$ cat src/rtl/pss_pkg.sv
package pss_pkg;
  localparam int BYTE_W = 8;
  localparam int ARG_W  = 4;
  localparam int CTL_W  = 4;

  localparam logic [3:0] OP_END  = 4'h0;
  localparam logic [3:0] OP_SET  = 4'h1;
  localparam logic [3:0] OP_DLY  = 4'h2;
  localparam logic [3:0] OP_WAKE = 4'h3;
  localparam logic [3:0] OP_NOTE = 4'h4;
  localparam logic [3:0] OP_WACK = 4'h5;
  localparam logic [3:0] OP_VREQ = 4'h6;

  typedef enum logic [2:0] {
    S_IDLE, S_FETCH, S_EXEC, S_DLY, S_WWAKE, S_WACK, S_WVREG, S_DONE
  } seq_st_e;
endpackage

$ cat src/rtl/pss_seq_mem.sv
module pss_seq_mem #(
  parameter int AW = 7,
  parameter int DW = 8
) (
  input  logic          clk,
  input  logic          we,
  input  logic [AW-1:0] waddr,
  input  logic [DW-1:0] wdata,
  input  logic [AW-1:0] raddr,
  output logic [DW-1:0] rdata
);
  localparam int DEPTH = 1 << AW;

  logic [DW-1:0] mem [DEPTH];

  // single write port, registered read: maps onto one block RAM
  always_ff @(posedge clk) begin
    if (we) mem[waddr] <= wdata;
    rdata <= mem[raddr];
  end
endmodule

$ cat src/rtl/pss_interp.sv
module pss_interp
  import pss_pkg::*;
#(
  parameter int IDX_W   = 2,
  parameter int PC_W    = 5,
  parameter int STEPS   = 32,
  parameter int OFF_BIT = 1
) (
  input  logic                  clk,
  input  logic                  rst,
  input  logic                  core_wfi,
  input  logic [IDX_W-1:0]      sel_state,
  input  logic                  wake_irq,
  input  logic                  pc_ack,
  input  logic                  vreg_ack,
  input  logic [BYTE_W-1:0]     step_byte,
  output logic [IDX_W+PC_W-1:0] rd_addr,
  output logic                  busy,
  output logic                  core_release,
  output logic [CTL_W-1:0]      ctl_out,
  output logic                  pc_notify,
  output logic                  vreg_req,
  output logic [ARG_W-1:0]      vreg_level,
  output logic [PC_W-1:0]       st_pc,
  output logic [IDX_W-1:0]      st_idx,
  output logic                  st_off
);
  localparam logic [PC_W-1:0] LAST = PC_W'(STEPS - 1);

  seq_st_e          st;
  logic [IDX_W-1:0] idx;
  logic [PC_W-1:0]  pc;
  logic [ARG_W-1:0] cnt;
  logic             skip;
  logic             off;
  logic [3:0]       op;
  logic [ARG_W-1:0] arg;
  logic             step_ok;
  logic             adv;
  logic             fin;

  assign op      = step_byte[7:4];
  assign arg     = step_byte[3:0];
  assign rd_addr = {idx, pc};
  assign busy    = (st != S_IDLE);
  assign st_pc   = pc;
  assign st_idx  = idx;
  assign st_off  = off;

  // step completion: does the current step hand over to the next one
  always_comb begin
    step_ok = 1'b0;
    fin     = 1'b0;
    unique case (st)
      S_EXEC: begin
        if (op == OP_END) fin = 1'b1;
        else if (skip)    step_ok = 1'b1;
        else begin
          unique case (op)
            OP_DLY:                    step_ok = (arg == '0);
            OP_WAKE, OP_WACK, OP_VREQ: step_ok = 1'b0;
            default:                   step_ok = 1'b1;
          endcase
        end
      end
      S_DLY:   step_ok = (cnt == ARG_W'(1));
      S_WWAKE: step_ok = wake_irq;
      S_WACK:  step_ok = pc_ack;
      S_WVREG: step_ok = vreg_ack;
      default: step_ok = 1'b0;
    endcase
    adv = step_ok && (pc != LAST);
    if (step_ok && (pc == LAST)) fin = 1'b1;
  end

  always_ff @(posedge clk) begin
    if (rst) begin
      st           <= S_IDLE;
      idx          <= '0;
      pc           <= '0;
      cnt          <= '0;
      skip         <= 1'b0;
      off          <= 1'b0;
      ctl_out      <= '0;
      pc_notify    <= 1'b0;
      vreg_req     <= 1'b0;
      vreg_level   <= '0;
      core_release <= 1'b0;
    end else begin
      pc_notify <= 1'b0;
      unique case (st)
        S_IDLE: begin
          if (core_wfi) begin
            idx  <= sel_state;
            pc   <= '0;
            skip <= wake_irq;
            off  <= 1'b0;
            st   <= S_FETCH;
          end
        end
        S_FETCH: st <= S_EXEC;
        S_EXEC: begin
          if (skip) begin
            if (op == OP_WAKE) skip <= 1'b0;
          end else begin
            unique case (op)
              OP_SET: begin
                ctl_out <= arg;
                if (arg[OFF_BIT]) off <= 1'b1;
              end
              OP_DLY: begin
                cnt <= arg;
                if (arg != '0) st <= S_DLY;
              end
              OP_WAKE: st <= S_WWAKE;
              OP_NOTE: pc_notify <= 1'b1;
              OP_WACK: st <= S_WACK;
              OP_VREQ: begin
                vreg_req   <= 1'b1;
                vreg_level <= arg;
                st         <= S_WVREG;
              end
              default: ;
            endcase
          end
        end
        S_DLY:   cnt <= cnt - ARG_W'(1);
        S_WVREG: if (vreg_ack) vreg_req <= 1'b0;
        S_DONE: begin
          if (!core_wfi) begin
            core_release <= 1'b0;
            st           <= S_IDLE;
          end
        end
        default: ;
      endcase
      if (fin) begin
        st           <= S_DONE;
        core_release <= 1'b1;
      end else if (adv) begin
        pc <= pc + PC_W'(1);
        st <= S_FETCH;
      end
    end
  end

  AST_START_WFI: assert property (@(posedge clk) disable iff (rst)
    $rose(busy) |-> $past(core_wfi));
  AST_IDX_HELD: assert property (@(posedge clk) disable iff (rst)
    (busy && $past(busy)) |-> $stable(idx));
  AST_WAKE_GATE: assert property (@(posedge clk) disable iff (rst)
    (st == S_WWAKE && !wake_irq) |=> (st == S_WWAKE));
  AST_NOTIFY_PULSE: assert property (@(posedge clk) disable iff (rst)
    pc_notify |=> !pc_notify);
  AST_ACK_GATE: assert property (@(posedge clk) disable iff (rst)
    (st == S_WACK && !pc_ack) |=> (st == S_WACK && !core_release));
  AST_VREQ_HOLD: assert property (@(posedge clk) disable iff (rst)
    (vreg_req && !vreg_ack) |=> (vreg_req && $stable(vreg_level)));
  AST_RELEASE_HOLD: assert property (@(posedge clk) disable iff (rst)
    (core_release && core_wfi) |=> core_release);
endmodule

$ cat src/rtl/pwr_step_seq.sv
module pwr_step_seq
  import pss_pkg::*;
#(
  parameter int N_IDLE  = 4,
  parameter int STEPS   = 32,
  parameter int OFF_BIT = 1,
  localparam int IDX_W  = $clog2(N_IDLE),
  localparam int PC_W   = $clog2(STEPS),
  localparam int AW     = IDX_W + PC_W
) (
  input  logic              clk,
  input  logic              rst,
  input  logic              cfg_we,
  input  logic [AW-1:0]     cfg_addr,
  input  logic [BYTE_W-1:0] cfg_wdata,
  input  logic [IDX_W-1:0]  sel_state,
  input  logic              core_wfi,
  output logic              core_release,
  input  logic              wake_irq,
  output logic              pc_notify,
  input  logic              pc_ack,
  output logic [CTL_W-1:0]  ctl_out,
  output logic              vreg_req,
  output logic [ARG_W-1:0]  vreg_level,
  input  logic              vreg_ack,
  output logic              busy,
  output logic [PC_W-1:0]   st_pc,
  output logic [IDX_W-1:0]  st_idx,
  output logic              st_off
);
  logic [AW-1:0]     rd_addr;
  logic [BYTE_W-1:0] step_byte;
  logic              mem_we;

  // programs are frozen while a sequence owns the memory
  assign mem_we = cfg_we && !busy;

  pss_seq_mem #(.AW(AW), .DW(BYTE_W)) u_mem (
    .clk   (clk),
    .we    (mem_we),
    .waddr (cfg_addr),
    .wdata (cfg_wdata),
    .raddr (rd_addr),
    .rdata (step_byte)
  );

  pss_interp #(
    .IDX_W(IDX_W), .PC_W(PC_W), .STEPS(STEPS), .OFF_BIT(OFF_BIT)
  ) u_interp (
    .clk          (clk),
    .rst          (rst),
    .core_wfi     (core_wfi),
    .sel_state    (sel_state),
    .wake_irq     (wake_irq),
    .pc_ack       (pc_ack),
    .vreg_ack     (vreg_ack),
    .step_byte    (step_byte),
    .rd_addr      (rd_addr),
    .busy         (busy),
    .core_release (core_release),
    .ctl_out      (ctl_out),
    .pc_notify    (pc_notify),
    .vreg_req     (vreg_req),
    .vreg_level   (vreg_level),
    .st_pc        (st_pc),
    .st_idx       (st_idx),
    .st_off       (st_off)
  );
endmodule

$ cat config.mk
export PLATFORM = sky130hd
export DESIGN_NAME = pwr_step_seq
export DESIGN_NICKNAME = d
export VERILOG_FILES = /design/src/rtl/pss_pkg.sv /design/src/rtl/pss_seq_mem.sv /design/src/rtl/pss_interp.sv /design/src/rtl/pwr_step_seq.sv
export SDC_FILE = /design/constraint.sdc
export NUM_CORES = 1
export LEC_CHECK = 0
export ABC_AREA = 1
export CORE_ASPECT_RATIO = 0.75
export CORE_MARGIN = 2
export CORE_UTILIZATION = 34
export CTS_BUF_LIST = sky130_fd_sc_hd__clkbuf_4
export DETAILED_ROUTE_END_ITERATION = 6
export HOLD_SLACK_MARGIN = 0.05
export PLACE_DENSITY = 0.56
export SETUP_SLACK_MARGIN = 0.4
export SLEW_MARGIN = 20
export SYNTH_ARGS = -nofsm -noshare
export SYNTH_HDL_FRONTEND = slang
export SYNTH_SLANG_ARGS = --single-unit
$ cat constraint.sdc
create_clock -name clk -period 2.85 [get_ports clk]
set_clock_uncertainty 0.15 [all_clocks]
set_input_delay 0.285 -clock clk [delete_from_list [all_inputs] [get_ports clk]]
set_output_delay 0.285 -clock clk [all_outputs]
set_load 0.05 [all_outputs]
[Yosys cells after proc, flatten, opt, wreduce, memory -nomap -nowiden]
Memories as Yosys holds them, arrays and structs flattened. A register that Yosys moved wholly into a read port is not among the register bits.
Cells that the tools add are included.
W data, S select, Z words.
Operators by class
  add/subtract/negate cells: 2
  eq/ne operators: 29
  multiplexer cells: 41
  bitwise gates (word level): 2
  reductions and logical operators: 25
Operators with widths (count)
  $pmux W3 S4: 2
  $mux W1: 21
  $mux W5: 4
  $mux W3: 6
  $eq A3 B3 Y1 const B: 4
  $eq A4 B3 Y1 const B: 3
  $ne A2 B2 Y1 const B: 6
  $reduce_and A3 Y1: 3
  $eq A4 B1 Y1 const B: 2
  $eq A4 B2 Y1 const B: 2
  $logic_not A4 Y1: 2
  $mux W4: 2
  $ne A4 B2 Y1 const B: 2
  $pmux W1 S2: 4
  $pmux W4 S2: 1
  $reduce_bool A2 Y1: 4
  $ne A7 B3 Y1 const B: 1
  $eq A3 B2 Y1 const B: 2
  $reduce_and A2 Y1: 3
  $reduce_and A6 Y1: 1
  $reduce_bool A6 Y1: 1
  $reduce_or A3 Y1: 2
  $add A5 B1 Y5 const B: 1
  $eq A5 B5 Y1 const B: 1
  other kinds (15): 19
Word-level totals
  register bits: 27
  RAM bits: 1024
  input bits: 24
  output and inout bits: 20
  word-level logic and storage cells: 111
  memories kept: 1
Memory list
  u_mem.mem: words 128, bits a word 8, rd ports 1, clocked after memory_dff 1, wr ports 1, RTL line pss_seq_mem.sv:14  | logic [DW-1:0] mem [DEPTH];

[Logic depth before layout (Yosys ltp)]
Gate-level depths: netlist (run 1).
  depth in word-level cells: 10
  gate-level depth with buffers: 13
  depth with buffers taken out: 12

[Modules after synthesis]
From an unflattened synthesis (run 1), not the netlist that was laid out.
Unflattened totals
  cells, all modules: 3805
  area, all modules: 43723.2 µm²
Modules (own cells, without submodules)
  pss_seq_mem: instances 1, cells an instance 3575, area each 42104.1 µm², seq. area each 30909.6 µm²
  pss_interp: instances 1, cells an instance 228, area each 1609.0 µm², seq. area each 540.5 µm²
  pwr_step_seq: instances 1, cells an instance 2, area each 10.0 µm², seq. area each 0.0 µm²

[Worst setup path before layout (run 1)]
OpenSTA, ideal clock, no wires.
  path type: reg-to-reg
  start point: register u_interp.pc[2], in the netlist u_interp.st_pc[2]
  end point: register u_interp.pc[1], in the netlist u_interp.st_pc[1]
  library setup time: 117 ps
  arrival: 1900 ps
  data required time: 2583 ps
  path slack: 683 ps
  stages on the path, launching flop included: 12
  path buffers: 3
  clock period less this slack: 2167 ps
  path through: dfxtp_1 buf_2 buf_2 buf_2 nand2_1 nor2_1 ha_1 inv_1 nand2_1 inv_1 a21oi_1 nor2_1
On the way
  longest elaborated chain between the ends: 4
  elaborated cells between the ends (all ways): 7
  classes of those cells: eq/ne (2); mux (3); reduce/logical (2)
RTL lines
  start: declaration: RTL line pss_interp.sv:32  | logic [PC_W-1:0] pc;
  start signal: assignment: RTL line pss_interp.sv:141  | pc <= pc + PC_W'(1);
  $ne A5 B5 Y1 or $eq A5 B5 Y1 (tied branches): RTL line pss_interp.sv:72, pss_interp.sv:73
  $logic_and A1 B1 Y1, on equally long branches: RTL line pss_interp.sv:72, pss_interp.sv:73
  $mux W5 or $mux W1 (tied branches): RTL line pss_interp.sv:140, pss_interp.sv:73
  $mux W5 *: RTL line pss_interp.sv:137  | if (fin) begin
Every way passes the cells marked *; elsewhere a longest branch is shown, timed or not.
A chain may end at the register's enable or synchronous reset.

==> results of run 1 <==
[flip-flops by register name (all words and copies together) (netlist names)]
name and flops:
u_interp.st 3, u_mem.rdata 8, u_interp.ctl_out 4, u_interp.st_off 1, u_interp.skip 1, u_interp.st_idx 2
u_interp.vreg_req 1, u_interp.pc_notify 1, u_interp.core_release 1, u_interp.cnt 4, u_mem.mem 1024, u_interp.st_pc 5
u_interp.vreg_level 4
[cell usage in the layout, fill, tap and decap left out, types with 15 or more instances in the layout]
master	netlist	layout
buf_12	0	48
dlygate4sd3_1	0	32
a21oi_1	20	20
clkbuf_4	0	376
nand3_1	938	924
nand2_1	1260	1256
o21ai_0	21	21
clkinv_1	3	51
inv_1	43	38
edfxtp_1	1024	1024
nand3_2	3	17
dfxtp_1	35	27
clkdlybuf4s50_1	0	15
buf_4	46	180
nor2_1	170	160
[kinds of logic after synthesis]
family	count (synthesis)	synth area share
compound gates	49	0.00610
flops	1059	0.723
xor+xnor	3	0.000604
simple gates	2389	0.236
buf+inv	285	0.0329
fa+ha+maj	4	0.00115
[metrics by stage]
stage               area [um2]  setup WS, ps  cells  total power [uW]  utilization
floorplan                43500           683   3789             25100            -
global placement         47000          8.53   5478             29500        0.370
detailed placement       47000          6.66   5478             29500        0.370
CTS                      50800           295   5960             42200        0.400
global route             51200           314   5982             44800        0.404
finish                   51200           406   5986             42600        0.404
[power by group through the flow]
| stage | Combinational [uW] | Clock, uW | Sequential [uW] |
|---|---|---|---|
| final | 13000 | 12100 | 17500 |
| after global placement | 11600 | 0 | 17800 |
| after floorplan | 7290 | 0 | 17800 |
| after detailed placement | 11700 | 0 | 17800 |
| after CTS | 12300 | 12400 | 17400 |
| after global routing | 14100 | 13200 | 17400 |
[synth_stat cells (all sizes together) (4+ instances only)]
master / instances / area share
o21ai: 21 / 0.0024
dfxtp: 35 / 0.016
edfxtp: 1024 / 0.71
nand3: 942 / 0.11
nand4: 7 / 0.0020
clkbuf: 36 / 0.0031
nor2: 177 / 0.016
ha: 4 / 0.0012
inv: 47 / 0.0041
buf: 199 / 0.026
nand2: 1260 / 0.11
a21oi: 20 / 0.0023
[worst max-delay path: cells and delay by family (launching register included)]
| kind | cells | cell delay [ps] |
|---|---|---|
| AND/OR/NAND/NOR | 10 | 1100 |
| buffers and inverters | 4 | 640 |
| flip-flops | 1 | 420 |
[worst paths after layout]
check | start | end | slack (ps) | cells after the start
worst max-delay path | u_interp.st_pc[0]$_SDFF_PP0_ | u_mem.rdata[4]$_DFF_P_ | 410 | 14
worst min-delay path | cfg_addr[0] | u_mem.mem[104][3]$_DFFE_PP_ | 160 | 4
worst max register to register | u_interp.st_pc[0]$_SDFF_PP0_ | u_mem.rdata[4]$_DFF_P_ | 410 | 14
worst min register to register | u_interp.st_off$_SDFFE_PP0P_ | u_interp.st_off$_SDFFE_PP0P_ | 320 | 2
[repair_timing]
item / in CTS / in global routing
resized for setup: 109 / 45
buffers inserted: 7 / 10
gates cloned: 6 / 7
hold buffers: 37 / 0
pin swaps: 0 / 1
setup endpoints to repair: 156 / 102
endpoints found under the hold margin: 1047 / 0
[cell type report]
class / instances / share of cell area
flip-flops and latches: 1059 / 0.614
multi-input cells: 2445 / 0.209
repair buffers: 321 / 0.0709
clock buffers: 376 / 0.0551
well taps: 1667 / 0.0407
inverters: 50 / 0.00437
clock inverters: 56 / 0.00420
repair inverters: 3 / 0.000757
diodes: 9 / 0.000440
[layer usage]
| metal | vias to the layer above | routed length [um] | part of all wire |
|---|---|---|---|
| met3 | 177 | 13000 | 0.10 |
| met4 | 0 | 2940 | 0.023 |
| met5 | - | 0 | 0 |
| li1 | 14200 | - | - |
| met2 | 1410 | 55400 | 0.43 |
| met1 | 14800 | 58800 | 0.45 |
==> results by group, run 1 <==
STA
  • Fin crit period: between 2000 and 2500 ps
  • Setup violators final: 0
  • Tcrit/Tclk final: 0.858
  • Worst-Margin Slew: 803 ps
  • Setup TNS: 0 ps
  • Max Fclk: about 400 MHz
  • Hold Violations, Final: 0
  • Slew HR: 0.463
  • Min Hold Slack: 159 ps
  • Slew Limit Fails: 0
  • RSZ-0062 raised after global routing: true

Logic synthesis
  • Number of synthesized flops with an enable pin: between 1000 and 1500
  • Distinct cells, synth: 30
  • Cell Area, Synth: 0.0435 mm2
  • Ys async rst share: 0
  • Synth Warn #: 0
  • Net Count, Synth: 3817
  • #FFs+latches synth: roughly 1100
  • Seq/Total Area, Yosys: 0.723
  • Main flop type after synthesis: edfxtp_1
  • Synth Area per Inst: ~11 um2
  • Synth Instances: approximately 3800

Pwr
  • Internal: ~27000 uW
  • Switching share of total power: 0.361
  • Part of the power in registers: 0.410
  • Pwr dens: between 800 and 900 mW/mm2
  • Max VDD drop: approximately 0.46 mV
  • Power share of the combinational group: 0.306
  • Reported net switching power: ~15000 uW
  • Pleak: approximately 0.019 uW
  • Clock network fraction of total power: 0.284

Floorplan
  • Die area: 0.131 mm2
  • Core footprint: roughly 0.13 mm2
  • Die width: 417 um
  • Starting Density: 0.343
  • Die span in y: 314 um
  • Core Rows: roughly 110
  • I/O Pins: 44

Final layout
  • Fin nets: ~4200
  • Reg area: 0.0315 mm2
  • Area delta synth->final: 17.8%
  • # fillers: 12100
  • Multi-input gate area: between 0.01 and 0.015 mm2
  • Share of layout cells above drive strength 1: 0.167

Drt
  • DR DRC count: 0
  • Starting DRT DRC Count: 3595
  • Routed WL: between 100000 and 150000 um
  • DR vias/cell: a little over 5
  • Vias: just over 30000
  • Drt pass-1 iters: 6
  • Antenna Violating Nets Remaining: 0
  • Routed len/inst: approximately 22 um

Setup path
  • WS Path Type: register to register
  • Critical path peak fanout: 12
  • Most common cell on crit path: nand2_1
  • Setup crit start kind: register
  • Critical Path RT: 3790 ps
  • Slowest cell delay on critical path: between 400 and 500 ps
  • Nature of the critical path endpoint: register
  • Slowest-stage cell, CP: dfxtp_4
  • Worst-path cell chain: clkbuf_16 > buf_12 > clkinv_8 > buf_8 > nand2_1 > nand3_1 > nand3_1 > nand3_1 > nand2_1 > nand2_1 > nand3_1 > nand2_1 > nand2_1 > nand2_1
  • Worst EP arrival: around 3400 ps

GRT
  • Met2 usage: 0.276
  • Initial antenna violation count: 7
  • Met1 GRT Util: 0.285
  • GRT Max-Usage Layer: met1
  • Total global routing track utilization: 0.194
  • Pin count of the biggest net entering global routing: 95
  • First-pass GRT wire length: 188000 um
  • Vias in the first global route: 29400
  • Total grt overflow: 0
  • M3 GR Usage: 0.0515

Clock tree
  • Clock sink count: roughly 1100
  • TritonCTS buffer count: between 200 and 300
  • Clock Path Buffers: 4
  • CTS clk-pin slew, worst paths: 80 ps
  • Worst-Skew Late Latency: around 1200 ps
  • CTS tree: built
  • CTS HTree Levels: 5
  • Root Driver: clkbuf_4

Hold path
  • Hold WC Path Type: input port to register

Place
  • DPL Wire Length: about 73000 um
  • GP Congestion: approximately 0.84
  • Port bufs: 43

Run
  • Max_cap viols: 0

Outcome
  • Status: finished clean
(Power assumes the default switching activity.)
==> run 2, diff against run 1 <==
- clock period: 2.85 -> 2.6 ns (I/O delays scaled with it)
==> run 2 against run 1 <==
  * Count of clock-buffer cells in the layout increased by 4
  * Sequential cell count unchanged
  * First-iteration DRC count increased by 6.4%
  * Die area unchanged
  * Non-clock buffer count increased by 141
  * Register-to-register slack got worse by 96 ps
  * Critical path depth decreased by 9
  * Design area increased by 10%
  * Sequential power increased by 9%
  * Sequential share of layout area decreased by 5.6 points
==> results by group, run 2 (same netlist as run 1, synthesis figures left out) <==
Floorplan
  • Core footprint: 0.127 mm2 (unchanged)
  • Starting Density: 0.343 (unchanged)
  • Core Rows: 113 (unchanged)
  • Die span in y: 314 um (unchanged)
  • I/O Pins: 44 (unchanged)
  • Die width: 417 um (unchanged)
  • Die area: 0.131 mm2 (unchanged)

STA
  • RSZ-0062 raised after global routing: true (unchanged)
  • Max Fclk: approximately 430 MHz
  • Min Hold Slack: 124 ps (was 159 ps)
  • Setup violators final: 0 (unchanged)
  • Fin crit period: roughly 2400 ps
  • Slew Limit Fails: 0 (unchanged)
  • Hold Violations, Final: 0 (unchanged)
  • Tcrit/Tclk final: 0.905
  • Worst-Margin Slew: 1050 ps (was 803 ps)
  • Slew HR: 0.295 (was 0.463)
  • Setup TNS: 0 ps (unchanged)

Pwr
  • Pleak: 0.0207 uW (was 0.0186 uW)
  • Pwr dens: 930 mW/mm2 (was 831 mW/mm2)
  • Max VDD drop: 0.534 mV (was 0.457 mV)
  • Total power: 52500 uW (was 42600 uW)

GRT
  • Total grt overflow: 0 (unchanged)
  • Vias in the first global route: 30100 (was 29400)
  • Initial antenna violation count: 5 (was 7)
  • Total global routing track utilization: 0.200 (was 0.194)
  • Pin count of the biggest net entering global routing: 129 (was 95)
  • First-pass GRT wire length: 193000 um (was 188000 um)

Setup path
  • Critical Path RT: 2190 ps (was 3790 ps)
  • Setup crit start kind: register (unchanged)
  • R2r worst-path depth: 16 (was 14)
  • Critical path peak fanout: 2 (was 12)
  • Flop2flop setup slack: 310 ps (was 410 ps)
  • Nature of the critical path endpoint: output pin (was register)
  • Worst R2R End: u_mem.rdata[2]$_DFF_P_ (was u_mem.rdata[4]$_DFF_P_)
  • Worst EP arrival: 1940 ps (was 3380 ps)
  • Worst r2r src: u_interp.st_pc[0]$_SDFF_PP0_ (unchanged)
  • WS Path Type: register to output pin (was register to register)

Place
  • Port bufs: 43 (unchanged)
  • DPL Wire Length: 73200 um (was 72900 um)
  • GP Congestion: 0.843 (was 0.840)

Final layout
  • Most frequent cells in the layout: nand2_1 (1103), edfxtp_1 (1024), nand3_1 (640) (was nand2_1 (1256), edfxtp_1 (1024), nand3_1 (924))
  • Final core occ: 0.445 (was 0.404)
  • Top reg by flops: u_mem.mem (unchanged)
  • Fin nets: 4322 (was 4183)
  • Reg area: 0.0315 mm2 (about the same)
  • Multi-input gate area: 0.0132 mm2 (was 0.0107 mm2)
  • Max FFs per register: 1024 (unchanged)
  • Area delta synth->final: 29.7% (was 17.8%)
  • Share of layout cells above drive strength 1: 0.306 (was 0.167)
  • Most common cell after layout, fill and taps aside: nand2_1 (unchanged)
  • # fillers: 11600 (was 12100)

Drt
  • Starting DRT DRC Count: 3825 (was 3595)
  • Routed len/inst: 23.2 um (was 21.8 um)
  • Routed WL: 142000 um (was 130000 um)
  • Vias: 32100 (was 30600)
  • Antenna Violating Nets Remaining: 0 (unchanged)
  • Drt pass-1 iters: 6 (unchanged)
  • DR vias/cell: 5.24 (was 5.11)
  • DR DRC count: 0 (unchanged)

Hold path
  • Worst hold path stage count: 6 (was 4)
  • Hold WC Path Type: input port to register (unchanged)
  • Worst hold endpoint: u_mem.mem[78][0]$_DFFE_PP_ (was u_mem.mem[104][3]$_DFFE_PP_)
  • Hold_sp: cfg_we (was cfg_addr[0])

Clock tree
  • Worst-Skew Late Latency: 1180 ps (was 1200 ps)
  • CTS tree: built (unchanged)
  • Clock Path Buffers: 4 (unchanged)
  • Clock sink count: 1059 (unchanged)
  • Root Driver: clkbuf_4 (unchanged)
  • TritonCTS buffer count: 274 (was 275)
  • CTS HTree Levels: 5 (unchanged)
  • CTS clk-pin slew, worst paths: 60 ps (was 80 ps)

Outcome
  • Status: finished clean (unchanged)

Run
  • Max_cap viols: 0 (unchanged)
==> run 2: worst max path at each step <==
stage | cells after the start | endpoint | slack [ps] | from
2_1_floorplan | 11 | u_interp.st_pc[1]$_SDFF_PP0_ | 430 | u_interp.st_pc[2]$_SDFF_PP0_
3_3_place_gp | 6 | u_mem.mem[39][0]$_DFFE_PP_ | -130 | cfg_addr[5]
3_5_place_dp | 6 | u_mem.mem[41][6]$_DFFE_PP_ | -130 | cfg_addr[5]
4_1_cts | 5 | busy | 150 | u_interp.st[1]$_SDFFE_PP0P_
5_1_grt | 5 | busy | 120 | u_interp.st[1]$_SDFFE_PP0P_
6_report | 5 | busy | 250 | u_interp.st[1]$_SDFFE_PP0P_
==> run 2: layout make-up <==
| type | count | area share |
|---|---|---|
| Antenna cell | 7 | 0.000311 |
| Timing Repair inverter | 2 | 0.000444 |
| Inverter | 50 | 0.00435 |
| Timing Repair Buffer | 462 | 0.112 |
| Multi-Input combinational cell | 2445 | 0.233 |
| Tap cell | 1667 | 0.0370 |
| Clock buffer | 380 | 0.0506 |
| Sequential cell | 1059 | 0.558 |
| Clock inverter | 49 | 0.00328 |
==> run 2: metrics by stage <==
step	worst slack, ps	instances	area, um2
after detailed placement	-134	5531	47400
final	247	6121	56400
after global placement	-126	5531	47400
after floorplan	433	3789	43500
after global routing	123	6121	56400
after CTS	152	6047	52600
==> run 2: layer usage <==
layer	wire length, um	share of wire	GRT usage
met5	12	0.000084	0
met3	15000	0.11	0.0552
met2	60900	0.43	0.282
met1	63000	0.44	0.294
met4	3230	0.023	0.0720
==> run 2: where the power goes <==
group          switching (uW)  internal (uW)
logic                   12600           7320
registers                 196          18900
clock network            6770           6670
==> run 2: what timing repair did <==
item / CTS / global route
setup endpoints to repair: 458 / 737
gates cloned: 26 / 43
setup buffers: 31 / 25
endpoints found under the hold margin: 1051 / 0
hold buffers: 30 / 0
resized for setup: 286 / 624
pin swaps: 23 / 187
==> run 2: critical path: stages, from the launching register on <==
cell	delay [ps]
dfxtp_2	330
inv_2	70
nand2_4	60
nor2_4	100
inv_2	60
buf_8	140
